===== src/rtl/flseq_pkg.sv =====
package flseq_pkg;

  typedef enum logic [2:0] {
    RES_OK      = 3'd0,
    RES_VPP     = 3'd1,
    RES_PROT    = 3'd2,
    RES_SEQ     = 3'd3,
    RES_OPERR   = 3'd4,
    RES_TIMEOUT = 3'd5,
    RES_SUSP    = 3'd6
  } flseq_res_e;

  localparam logic [7:0] CMD_ERASE   = 8'h20;
  localparam logic [7:0] CMD_CONFIRM = 8'hD0;
  localparam logic [7:0] CMD_PROG    = 8'h40;
  localparam logic [7:0] CMD_SUSP    = 8'hB0;
  localparam logic [7:0] CMD_CLRST   = 8'h50;
  localparam logic [7:0] CMD_RDARR   = 8'hFF;

  typedef enum logic [3:0] {
    S_IDLE, S_CMD1, S_CMD2, S_POLL, S_CHECK, S_CLR,
    S_SUSP_WR, S_SUSP_POLL, S_RDARR, S_HALT, S_RESUME
  } flseq_state_e;

  typedef enum logic [1:0] {PH_IDLE, PH_SU, PH_ACT, PH_HD} flseq_phase_e;

endpackage


===== src/rtl/flseq_stat_dec.sv =====
module flseq_stat_dec
  import flseq_pkg::*;
(
  input  logic [7:0] stat,
  input  logic       is_erase,
  output logic [2:0] code
);
  logic op_bit;

  always_comb begin
    op_bit = is_erase ? stat[5] : stat[4];
    if (stat[3])                 code = RES_VPP;
    else if (stat[1])            code = RES_PROT;
    else if (stat[4] && stat[5]) code = RES_SEQ;
    else if (op_bit)             code = RES_OPERR;
    else                         code = RES_OK;
  end
endmodule


===== src/rtl/flseq_buscyc.sv =====
module flseq_buscyc
  import flseq_pkg::*;
#(
  parameter int AW   = 21,
  parameter int T_SU = 1,
  parameter int T_WE = 3,
  parameter int T_HD = 1
) (
  input  logic          clk,
  input  logic          rst_n,
  input  logic          start,
  input  logic          wr,
  input  logic [AW-1:0] addr_i,
  input  logic [7:0]    data_i,
  output logic          busy,
  output logic          cyc_done,
  output logic [7:0]    rdata,
  input  logic [7:0]    fl_din,
  output logic [AW-1:0] fl_addr,
  output logic [7:0]    fl_dout,
  output logic          fl_dq_oe,
  output logic          fl_ce_n,
  output logic          fl_we_n,
  output logic          fl_oe_n
);
  localparam int TMAX = (T_SU > T_WE) ? ((T_SU > T_HD) ? T_SU : T_HD)
                                      : ((T_WE > T_HD) ? T_WE : T_HD);
  localparam int CW   = $clog2(TMAX + 1);
  localparam logic [CW-1:0] SU_LAST = CW'(T_SU - 1);
  localparam logic [CW-1:0] WE_LAST = CW'(T_WE - 1);
  localparam logic [CW-1:0] HD_LAST = CW'(T_HD - 1);

  flseq_phase_e  ph_q, ph_d;
  logic [CW-1:0] cnt_q, cnt_d;
  logic          wr_q;
  logic          load_en, cap_en;

  always_comb begin
    ph_d    = ph_q;
    cnt_d   = cnt_q;
    load_en = 1'b0;
    cap_en  = 1'b0;
    unique case (ph_q)
      PH_IDLE: if (start) begin
        ph_d = PH_SU; cnt_d = '0; load_en = 1'b1;
      end
      PH_SU: if (cnt_q == SU_LAST) begin
        ph_d = PH_ACT; cnt_d = '0;
      end else cnt_d = cnt_q + 1'b1;
      PH_ACT: if (cnt_q == WE_LAST) begin
        ph_d = PH_HD; cnt_d = '0; cap_en = ~wr_q;
      end else cnt_d = cnt_q + 1'b1;
      PH_HD: if (cnt_q == HD_LAST) begin
        ph_d = PH_IDLE; cnt_d = '0;
      end else cnt_d = cnt_q + 1'b1;
      default: ph_d = PH_IDLE;
    endcase
  end

  always_ff @(posedge clk or negedge rst_n) begin
    if (!rst_n) begin
      ph_q    <= PH_IDLE;
      cnt_q   <= '0;
      wr_q    <= 1'b0;
      fl_addr <= '0;
      fl_dout <= '0;
      rdata   <= '0;
    end else begin
      ph_q  <= ph_d;
      cnt_q <= cnt_d;
      if (load_en) begin
        wr_q    <= wr;
        fl_addr <= addr_i;
        fl_dout <= data_i;
      end
      if (cap_en) rdata <= fl_din;
    end
  end

  assign busy     = (ph_q != PH_IDLE);
  assign cyc_done = (ph_q == PH_HD) && (cnt_q == HD_LAST);
  assign fl_ce_n  = (ph_q != PH_ACT);
  assign fl_we_n  = !((ph_q == PH_ACT) && wr_q);
  assign fl_oe_n  = !((ph_q == PH_ACT) && !wr_q);
  assign fl_dq_oe = busy && wr_q;

  AST_WE_NEEDS_CE: assert property (@(posedge clk) disable iff (!rst_n)
    !fl_we_n |-> !fl_ce_n);
  AST_WR_BUS_HELD: assert property (@(posedge clk) disable iff (!rst_n)
    !fl_we_n |=> ($stable(fl_addr) && $stable(fl_dout)));
endmodule


===== src/rtl/flseq_top.sv =====
module flseq_top
  import flseq_pkg::*;
#(
  parameter int AW         = 21,
  parameter int T_SU       = 1,
  parameter int T_WE       = 3,
  parameter int T_HD       = 1,
  parameter int POLL_LIMIT = 4096
) (
  input  logic          clk,
  input  logic          rst_n,
  input  logic          req_valid,
  output logic          req_ready,
  input  logic          req_op,
  input  logic [AW-1:0] req_addr,
  input  logic [7:0]    req_data,
  input  logic          susp_req,
  input  logic          resume_req,
  output logic          done,
  output logic [2:0]    result,
  output logic          fl_rst_n,
  output logic          fl_ce_n,
  output logic          fl_we_n,
  output logic          fl_oe_n,
  output logic [AW-1:0] fl_addr,
  output logic [7:0]    fl_dout,
  input  logic [7:0]    fl_din,
  output logic          fl_dq_oe
);
  localparam int PCW = $clog2(POLL_LIMIT + 1);
  localparam logic [PCW-1:0] POLL_LAST = PCW'(POLL_LIMIT - 1);

  flseq_state_e  st_q, st_d;
  logic          erase_q;
  logic [AW-1:0] addr_q;
  logic [7:0]    data_q, stat_q, stat_d;
  logic [PCW-1:0] poll_q, poll_d;
  logic          spend_q, spend_d;
  logic          done_d;
  logic [2:0]    res_d, res_q;
  logic          acc_en;

  logic          bus_issue, bus_wr, bus_busy, bus_done, bus_start;
  logic [7:0]    bus_data, bus_rdata;
  logic [2:0]    dec_code;
  logic          susp_bit;

  flseq_buscyc #(.AW(AW), .T_SU(T_SU), .T_WE(T_WE), .T_HD(T_HD)) u_bus (
    .clk(clk), .rst_n(rst_n), .start(bus_start), .wr(bus_wr),
    .addr_i(addr_q), .data_i(bus_data), .busy(bus_busy), .cyc_done(bus_done),
    .rdata(bus_rdata), .fl_din(fl_din), .fl_addr(fl_addr), .fl_dout(fl_dout),
    .fl_dq_oe(fl_dq_oe), .fl_ce_n(fl_ce_n), .fl_we_n(fl_we_n), .fl_oe_n(fl_oe_n)
  );

  flseq_stat_dec u_dec (.stat(stat_q), .is_erase(erase_q), .code(dec_code));

  // command selection per state
  always_comb begin
    bus_issue = 1'b1;
    bus_wr    = 1'b1;
    bus_data  = 8'h00;
    unique case (st_q)
      S_CMD1:      bus_data = erase_q ? CMD_ERASE : CMD_PROG;
      S_CMD2:      bus_data = erase_q ? CMD_CONFIRM : data_q;
      S_POLL,
      S_SUSP_POLL: bus_wr   = 1'b0;
      S_CLR:       bus_data = CMD_CLRST;
      S_SUSP_WR:   bus_data = CMD_SUSP;
      S_RDARR:     bus_data = CMD_RDARR;
      S_RESUME:    bus_data = CMD_CONFIRM;
      default:     begin bus_issue = 1'b0; bus_wr = 1'b0; end
    endcase
  end

  assign bus_start = bus_issue && !bus_busy;
  assign req_ready = (st_q == S_IDLE);
  assign acc_en    = req_ready && req_valid;
  assign susp_bit  = erase_q ? bus_rdata[6] : bus_rdata[2];

  always_comb begin
    st_d    = st_q;
    poll_d  = poll_q;
    spend_d = spend_q;
    stat_d  = stat_q;
    done_d  = 1'b0;
    res_d   = res_q;
    unique case (st_q)
      S_IDLE:   if (req_valid) st_d = S_CMD1;
      S_CMD1:   if (bus_done) st_d = S_CMD2;
      S_CMD2, S_RESUME: if (bus_done) begin
        st_d = S_POLL; poll_d = '0; spend_d = 1'b0;
      end
      S_POLL: begin
        if (susp_req) spend_d = 1'b1;
        if (bus_done) begin
          stat_d = bus_rdata;
          if (bus_rdata[7]) st_d = S_CHECK;
          else if (spend_q || susp_req) begin
            st_d = S_SUSP_WR; poll_d = '0; spend_d = 1'b0;
          end else if (poll_q == POLL_LAST) begin
            st_d = S_IDLE; done_d = 1'b1; res_d = RES_TIMEOUT;
          end else poll_d = poll_q + 1'b1;
        end
      end
      S_SUSP_WR: if (bus_done) st_d = S_SUSP_POLL;
      S_SUSP_POLL: if (bus_done) begin
        stat_d = bus_rdata;
        if (bus_rdata[7]) st_d = susp_bit ? S_RDARR : S_CHECK;
        else if (poll_q == POLL_LAST) begin
          st_d = S_IDLE; done_d = 1'b1; res_d = RES_TIMEOUT;
        end else poll_d = poll_q + 1'b1;
      end
      S_CHECK: begin
        res_d = dec_code;
        if (dec_code == RES_OK) begin
          st_d = S_IDLE; done_d = 1'b1;
        end else st_d = S_CLR;
      end
      S_CLR: if (bus_done) begin st_d = S_IDLE; done_d = 1'b1; end
      S_RDARR: if (bus_done) begin
        st_d = S_HALT; done_d = 1'b1; res_d = RES_SUSP;
      end
      S_HALT: if (resume_req) st_d = S_RESUME;
      default: st_d = S_IDLE;
    endcase
  end

  always_ff @(posedge clk or negedge rst_n) begin
    if (!rst_n) begin
      st_q     <= S_IDLE;
      poll_q   <= '0;
      spend_q  <= 1'b0;
      stat_q   <= '0;
      done     <= 1'b0;
      res_q    <= '0;
      erase_q  <= 1'b0;
      addr_q   <= '0;
      data_q   <= '0;
      fl_rst_n <= 1'b0;
    end else begin
      st_q     <= st_d;
      poll_q   <= poll_d;
      spend_q  <= spend_d;
      stat_q   <= stat_d;
      done     <= done_d;
      res_q    <= res_d;
      fl_rst_n <= 1'b1;
      if (acc_en) begin
        erase_q <= ~req_op;
        addr_q  <= req_addr;
        data_q  <= req_data;
      end
    end
  end

  assign result = res_q;

  AST_DONE_SINGLE: assert property (@(posedge clk) disable iff (!rst_n)
    done |=> !done);
  AST_RESULT_CODE: assert property (@(posedge clk) disable iff (!rst_n)
    done |-> (result != 3'd7));
  AST_IDLE_BUS_QUIET: assert property (@(posedge clk) disable iff (!rst_n)
    req_ready |-> (fl_ce_n && fl_we_n));
  AST_HALT_BUS_QUIET: assert property (@(posedge clk) disable iff (!rst_n)
    (st_q == S_HALT) |-> fl_ce_n);
  AST_FLRST_HIGH: assert property (@(posedge clk) disable iff (!rst_n)
    req_valid |-> fl_rst_n);
endmodule


===== config.mk =====
export PLATFORM = sky130hd
export DESIGN_NAME = flseq_top
export DESIGN_NICKNAME = d
export VERILOG_FILES = /design/src/rtl/flseq_pkg.sv /design/src/rtl/flseq_stat_dec.sv /design/src/rtl/flseq_buscyc.sv /design/src/rtl/flseq_top.sv
export SDC_FILE = /design/constraint.sdc
export NUM_CORES = 1
export LEC_CHECK = 0
export CAP_MARGIN = 0
export CORE_ASPECT_RATIO = 0.9
export CORE_UTILIZATION = 48
export DETAILED_ROUTE_END_ITERATION = 10
export MAX_ROUTING_LAYER = met4
export PLACE_DENSITY = 0.77
export SYNTH_ARGS = -nofsm -noshare
export SYNTH_HDL_FRONTEND = slang
export SYNTH_SLANG_ARGS = --single-unit

===== constraint.sdc =====
create_clock -name clk -period 2.02 [get_ports clk]
set_clock_uncertainty 0.15 [all_clocks]
set_input_delay 0.404 -clock clk [delete_from_list [all_inputs] [get_ports clk]]
set_output_delay 0.404 -clock clk [all_outputs]
set_load 0.03 [all_outputs]

# Word-level counts from Yosys, hierarchy flattened
# Index checks and enable logic that the tools add are counted.
# totals
ff_bits	101
inputBits	43
out_inout_bits	39
word_cells	155
# op_classes
addsub	2
n_eq_ne	32
mux	71
bitwise_logic	2
reduce_logical	32
# ops
op	count
13-bit 2-to-1 mux	7
4-bit 2-to-1 mux	14
8-bit case mux with 6 select lines	1
4-bit case mux with 10 select lines	1
13-bit case mux with 3 select lines	1
3-bit 2-to-1 mux	12
2-bit != test, second input constant	14
1-bit 2-to-1 mux	21
4-bit by 3-bit equality test with 1-bit output, second input constant	4
2-bit 2-to-1 mux	7
13-bit by 1-bit adder with 13-bit output, second input constant	1
13-bit by 12-bit equality test with 1-bit output, second input constant	1
4-bit equality test, second input constant	3
3-bit case mux with 4 select lines	1
9-bit AND reduction	1
4-bit by 2-bit equality test with 1-bit output, second input constant	2
8-bit 2-to-1 mux	1
2-bit case mux with 4 select lines	1
2-bit OR reduction	4
8-bit OR reduction	1
1-bit logical AND	7
7-bit 2-to-1 mux	1
7-bit AND reduction	1
2-bit equality test, second input constant	3
20 further kinds	29

# Depth between registers and ports, before layout
# Gate-level depths: netlist of the first run.
# depth
word_depth	8
mapped_depth	9
ltp_nobuf	7

# By module
# Synthesis of the first run repeated with hierarchy kept, for this count alone.
# unflattened
hier_cells	417
hier_area_um2	5106.1
# by_module_without_submodules
module	n_inst	cells_per_inst	area_per_inst_um2	seq_area_each_um2
flseq_top	1	293	3143.0	1526.5
flseq_buscyc	1	117	1914.3	1051.0
flseq_stat_dec	1	7	48.8	0.0

# Least setup slack after synthesis of the first run
# Ideal clock, no wire load.
# synth_timing
path_kind	flip-flop to flip-flop
startpoint	register st_q[3]
endpoint	register addr_q[0]
setup_ns	0.125
arrival_ns	1.839
required_time_ns	1.745
path_slack_ns	-0.093
stages_incl_launch_ff	6
path_buffers	2
period_less_slack_ns	2.113
cell_sequence	dfrtp_1 > buf_2 > nor4_2 > nand2_1 > buf_2 > mux2_2
# synth_between
elab_chain_len	2
# synth_lines
item	line	rtl
from (decl)	flseq_top.sv:33	flseq_state_e st_q, st_d;
from (signal assigned)	flseq_top.sv:141	st_q <= st_d;
4-bit zero test	flseq_top.sv:76	assign req_ready = (st_q == S_IDLE);
net req_ready	flseq_top.sv:13	output logic req_ready,
1-bit logical AND	flseq_top.sv:77	assign acc_en = req_ready && req_valid;
to (signal assigned)	flseq_top.sv:150	addr_q <= req_addr;
to (decl)	flseq_top.sv:35	logic [AW-1:0] addr_q;
# The timed path passes the listed nets, and every way through them passes these cells.
# A chain may end at the register's enable or synchronous reset.

# Final worst setup path of the first run
# layout_timing
startpoint	register st_q[3]
endpoint	output req_ready
# layout_between
elab_chain_len	1
# layout_lines
item	line
4-bit zero test	flseq_top.sv:76
to (decl)	flseq_top.sv:13
# Every way passes these cells.

==> tab_implementation.tex, run 1 <==
\begin{tabular}{lr}
\hline
Metric & Value \\
\hline
\multicolumn{2}{l}{\textbf{Hold path}} \\
\quad Critical hold path startpoint & addr\_q[10] \\
\quad Worst min path class & flip-flop to flip-flop \\
\quad Worst Hold Path Cells & 1 \\
\quad Hold Crit Endpoint & u\_bus.fl\_addr[10] \\
\multicolumn{2}{l}{\textbf{Cells and area}} \\
\quad Number of antenna cells inserted & 0 \\
\quad Area growth, synth to finish & 37.2\% \\
\quad Layout cell share with drive strength beyond 1 & 32.5\% \\
\quad Count of filler cells inserted in the layout & 688 \\
\quad Number of nets in the layout & 592 \\
\quad Design Area, Final & 6430 um2 \\
\multicolumn{2}{l}{\textbf{CTS}} \\
\quad \# H-tree levels & 3 \\
\quad Max clock buf depth & 2 \\
\quad Number of buffers created by CTS & 9 \\
\quad Clock sinks & 98 \\
\quad CTS tree & done \\
\quad Register clock-pin slew on the reported worst setup and hold paths & 0.11 ns \\
\quad Clock latency of the later-clocked register in the worst-skew pair & 0.37 ns \\
\quad Root cell of the clock tree & clkbuf\_8 \\
\multicolumn{2}{l}{\textbf{Floorplanning}} \\
\quad Boundary Pins & 82 \\
\quad Die outline area & 10200 um2 \\
\quad Core region area & 9290 um2 \\
\quad Die Span X & 106 um \\
\quad Total number of placement rows & 33 \\
\quad Overall die height & 95.7 um \\
\quad Starting utilization of the core area & 50.4\% \\
\multicolumn{2}{l}{\textbf{Global route}} \\
\quad Antenna violations before repair & 0 \\
\quad Total global routing overflow & 0 \\
\quad Largest net degree at the start of global routing & 99 \\
\quad Via count of the first global-routing pass & 3638 \\
\quad Total Routing Usage GR & 22.3\% \\
\quad Wire length of the first global-routing pass & 17.1 mm \\
\multicolumn{2}{l}{\textbf{Placed design}} \\
\quad Number of port buffers & 80 \\
\quad GPL Wtd Cong & 0.877 \\
\quad Estimated wirelength of the detail-placed design & 7.37 mm \\
\quad Placed inst area & 5930 um2 \\
\multicolumn{2}{l}{\textbf{Yosys}} \\
\quad Net Count, Synth & 460 \\
\quad Ranking of synthesized cells by instance count & dfrtp\_1 (98), mux2\_2 (63), nor2\_1 (32), nand2\_1 (31), o21ai\_0 (25) \\
\quad Largest cells by area after synthesis & dfrtp\_1 (52\%), mux2\_2 (15\%), ha\_1 (2.7\%) \\
\quad Library cell with the highest instance count after synthesis & dfrtp\_1 \\
\quad Flops \& latches, synth & 98 \\
\quad Cell Area, Synth & 4690 um2 \\
\quad Post-synthesis sequential area ratio & 52.3\% \\
\quad Count of different cell masters after synthesis & 55 \\
\quad Library cell with the largest summed area after synthesis & dfrtp\_1 \\
\quad Syn. warnings & 0 \\
\quad Number of instances in the synthesized netlist & 407 \\
\quad Portion of synthesized cell area occupied by the leading cell type & 52.3\% \\
\quad Mean area per synthesized cell & 11.5 um2 \\
\quad Number of enable flip-flop cells after synthesis & 0 \\
\quad Async SR Flop Fraction & 100\% \\
\quad Flip-flop cell with the highest count after synthesis & dfrtp\_1 \\
\multicolumn{2}{l}{\textbf{Setup path}} \\
\quad Delay of the slowest cell on the worst path & 0.44 ns \\
\quad Number of cells traversed by the worst register-to-register path & 6 \\
\quad Max Fanout on Critical Path & 5 \\
\quad Critical path data required time & 1.47 ns \\
\quad CP Capture Type & output pin \\
\quad Count of buffering cells on the critical path with inverters included & 2 \\
\quad Startpoint of the lowest-slack register-to-register path & st\_q[3] \\
\quad Arrival time reported for the critical path endpoint & 1.46 ns \\
\quad Critical path start-end classification & flip-flop to output pin \\
\quad Reg-to-reg setup timing slack & 0.06 ns \\
\quad Startpoint types & flip-flop \\
\quad Endpoint of the lowest-slack register-to-register path & poll\_q[10] \\
\quad Slowest CP cell & dfrtp\_2 \\
\quad Critical path, cell by cell & buf\_6 > nor4\_4 > buf\_4 \\
\quad CP delay by family, top & flip-flops \\
\multicolumn{2}{l}{\textbf{Detailed routing}} \\
\quad Routed wire length & 10.7 mm \\
\quad Number of nets still failing antenna checks after routing & 0 \\
\quad Pre-Repair DR Iteration Count & 5 \\
\quad Average via count per standard cell & 5.47 \\
\quad Total DRC errors in the routed layout & 0 \\
\quad Average wire per cell in the routed design & 16.1 um \\
\quad Detailed-route via count & 3646 \\
\quad 1st-iter DRT viols & 174 \\
\multicolumn{2}{l}{\textbf{Pwr}} \\
\quad Standby leakage power & 2.94 nW \\
\quad Reg power frac & 34.4\% \\
\quad Switching component of the power & 3.82 mW \\
\quad Maximum vdd ir drop & 0.000924 V \\
\quad Fraction of power consumed by combinational cells & 53.2\% \\
\quad Internal Dissipation & 5.82 mW \\
\quad Power per cell area & 1500 nW/um2 \\
\quad Clock share of power & 12.5\% \\
\quad Switching part of the total & 39.6\% \\
\multicolumn{2}{l}{\textbf{Timing}} \\
\quad Final Slew Violations & 0 \\
\quad Number of hold-slack violations in the final timing report & 0 \\
\quad Slew at the pin with the worst max-slew slack & 0.519 ns \\
\quad Hold slack & 0.345 ns \\
\quad Max-slew headroom & 65.4\% \\
\quad Final setup violation count & 0 \\
\quad Post-layout min period & 2.02 ns \\
\quad RSZ-0062 raised after global routing & true \\
\quad Max Freq & 0.496 GHz \\
\quad Share of the cycle needed by the critical path after routing & 99.8\% \\
\multicolumn{2}{l}{\textbf{Job}} \\
\quad Count of max-cap constraint violations & 0 \\
\multicolumn{2}{l}{\textbf{Status}} \\
\quad Status & complete, no violations \\
\hline
\end{tabular}
## cell usage in the layout, fill, tap and decap left out, drive strengths merged, types with 2 or more instances in the layout
cell type,count
a211oi,2
a21oi,17
a221oi,3
a22o,2
a31oi,5
a32oi,2
a41oi,3
and2,2
buf,67
clkbuf,11
clkdlybuf4s50,60
dfrtp,98
dlymetal6s2s,14
ha,10
inv,17
mux2,64
mux2i,2
nand2,31
nand2b,4
nand3,7
nand4,5
nor2,32
nor2b,6
nor3,8
nor4,6
nor4b,2
o21ai,25
o22ai,3
o311ai,2
o31ai,3
or2,2
or3,2
xnor2,8
## layout make-up
class / instances / area (um2) / area share [%]
clock buffers: 10 / 128 / 1.99
flip-flops and latches: 98 / 2460 / 38.2
inverters: 13 / 51.3 / 0.798
well taps: 122 / 153 / 2.37
clock inverters: 6 / 56.3 / 0.876
multi-input cells: 274 / 2200 / 34.3
repair buffers: 143 / 1380 / 21.4
## worst max-delay path by stage
| stage | from | slack [ns] | endpoint | cells after the start |
|---|---|---|---|---|
| finish | st_q[3] | 0.004 | req_ready | 3 |
| global route | st_q[3] | -0.05 | req_ready | 3 |
| CTS | st_q[2] | -0.06 | req_ready | 3 |
| detailed placement | susp_req | -0.08 | result[0] | 6 |
| global placement | susp_req | -0.07 | result[0] | 6 |
| floorplan | u_bus.ph_q[0] | 0.01 | u_bus.rdata[1] | 6 |
## per-layer routing
layer | wire length, um | track usage (%)
met1 | 4660 | 27.4
met4 | 139 | 6.02
met5 | 0 | -
met2 | 5230 | 35.9
met3 | 665 | 6.91
## power by group through the flow
stage	Clock, mW	Combinational [mW]	Sequential [mW]
after floorplan	0	2.39	3.82
after global placement	0	4.57	3.30
after detailed placement	0	4.70	3.37
after CTS	1.24	4.79	3.32
after global routing	1.32	5.50	3.41
final	1.20	5.12	3.31
## cell families (layout without fill, tap and decap cells)
group / count (synthesis) / count (layout) / share of synthesized area [%]
DFF: 98 / 98 / 52.3
buffers and inverters: 35 / 172 / 3.58
AOI/OAI and AO/OA: 74 / 74 / 10.4
xor gates and xnor gates: 9 / 9 / 1.68
muxes: 66 / 66 / 15.8
and+or+nand+nor: 114 / 114 / 13.5
other: 1 / 1 / 0.0800
adders and majority gates: 10 / 10 / 2.67
## per-stage QoR
stage | utilization (%) | setup WS [ns] | power, mW | TNS [ns] | std cells
after detailed placement | 63.8 | -0.0798 | 8.07 | -0.346 | 633
after CTS | 66.2 | -0.0565 | 9.36 | -0.0565 | 651
after global placement | 63.8 | -0.0676 | 7.87 | -0.154 | 633
final | 69.2 | 0.00422 | 9.64 | 0 | 666
after global routing | 69.2 | -0.0488 | 10.2 | -0.0739 | 666
after floorplan | - | 0.0123 | 6.21 | 0 | 407
## flip-flops by register name (all words and copies together) (netlist names), 4 cells and up
register	cells
addr_q	21
u_bus.fl_addr	21
poll_q	13
data_q	8
u_bus.fl_dout	8
u_bus.rdata	7
st_q	4
stat_q	4
## timing repair
| item | in CTS | in global routing |
|---|---|---|
| hold endpoints to repair | 98 | 0 |
| pin swaps | 0 | 7 |
| gates cloned | 0 | 1 |
| setup endpoints to repair | 13 | 48 |
| gates resized for setup | 7 | 39 |
| hold buffers | 1 | 0 |
| buffers inserted | 2 | 14 |
(Power assumes the default switching activity.)
==> inputs of run 2 (changes only) <==
--- a/config.mk
+++ b/config.mk
@@ -7,6 +7,7 @@
 export LEC_CHECK = 0
 export CAP_MARGIN = 0
 export CORE_ASPECT_RATIO = 0.9
+export CORE_MARGIN = 1
 export CORE_UTILIZATION = 48
 export DETAILED_ROUTE_END_ITERATION = 10
 export MAX_ROUTING_LAYER = met4
==> results of run 2 <==
Same layout as run 1: the final DEF is identical, and so are final timing and power.
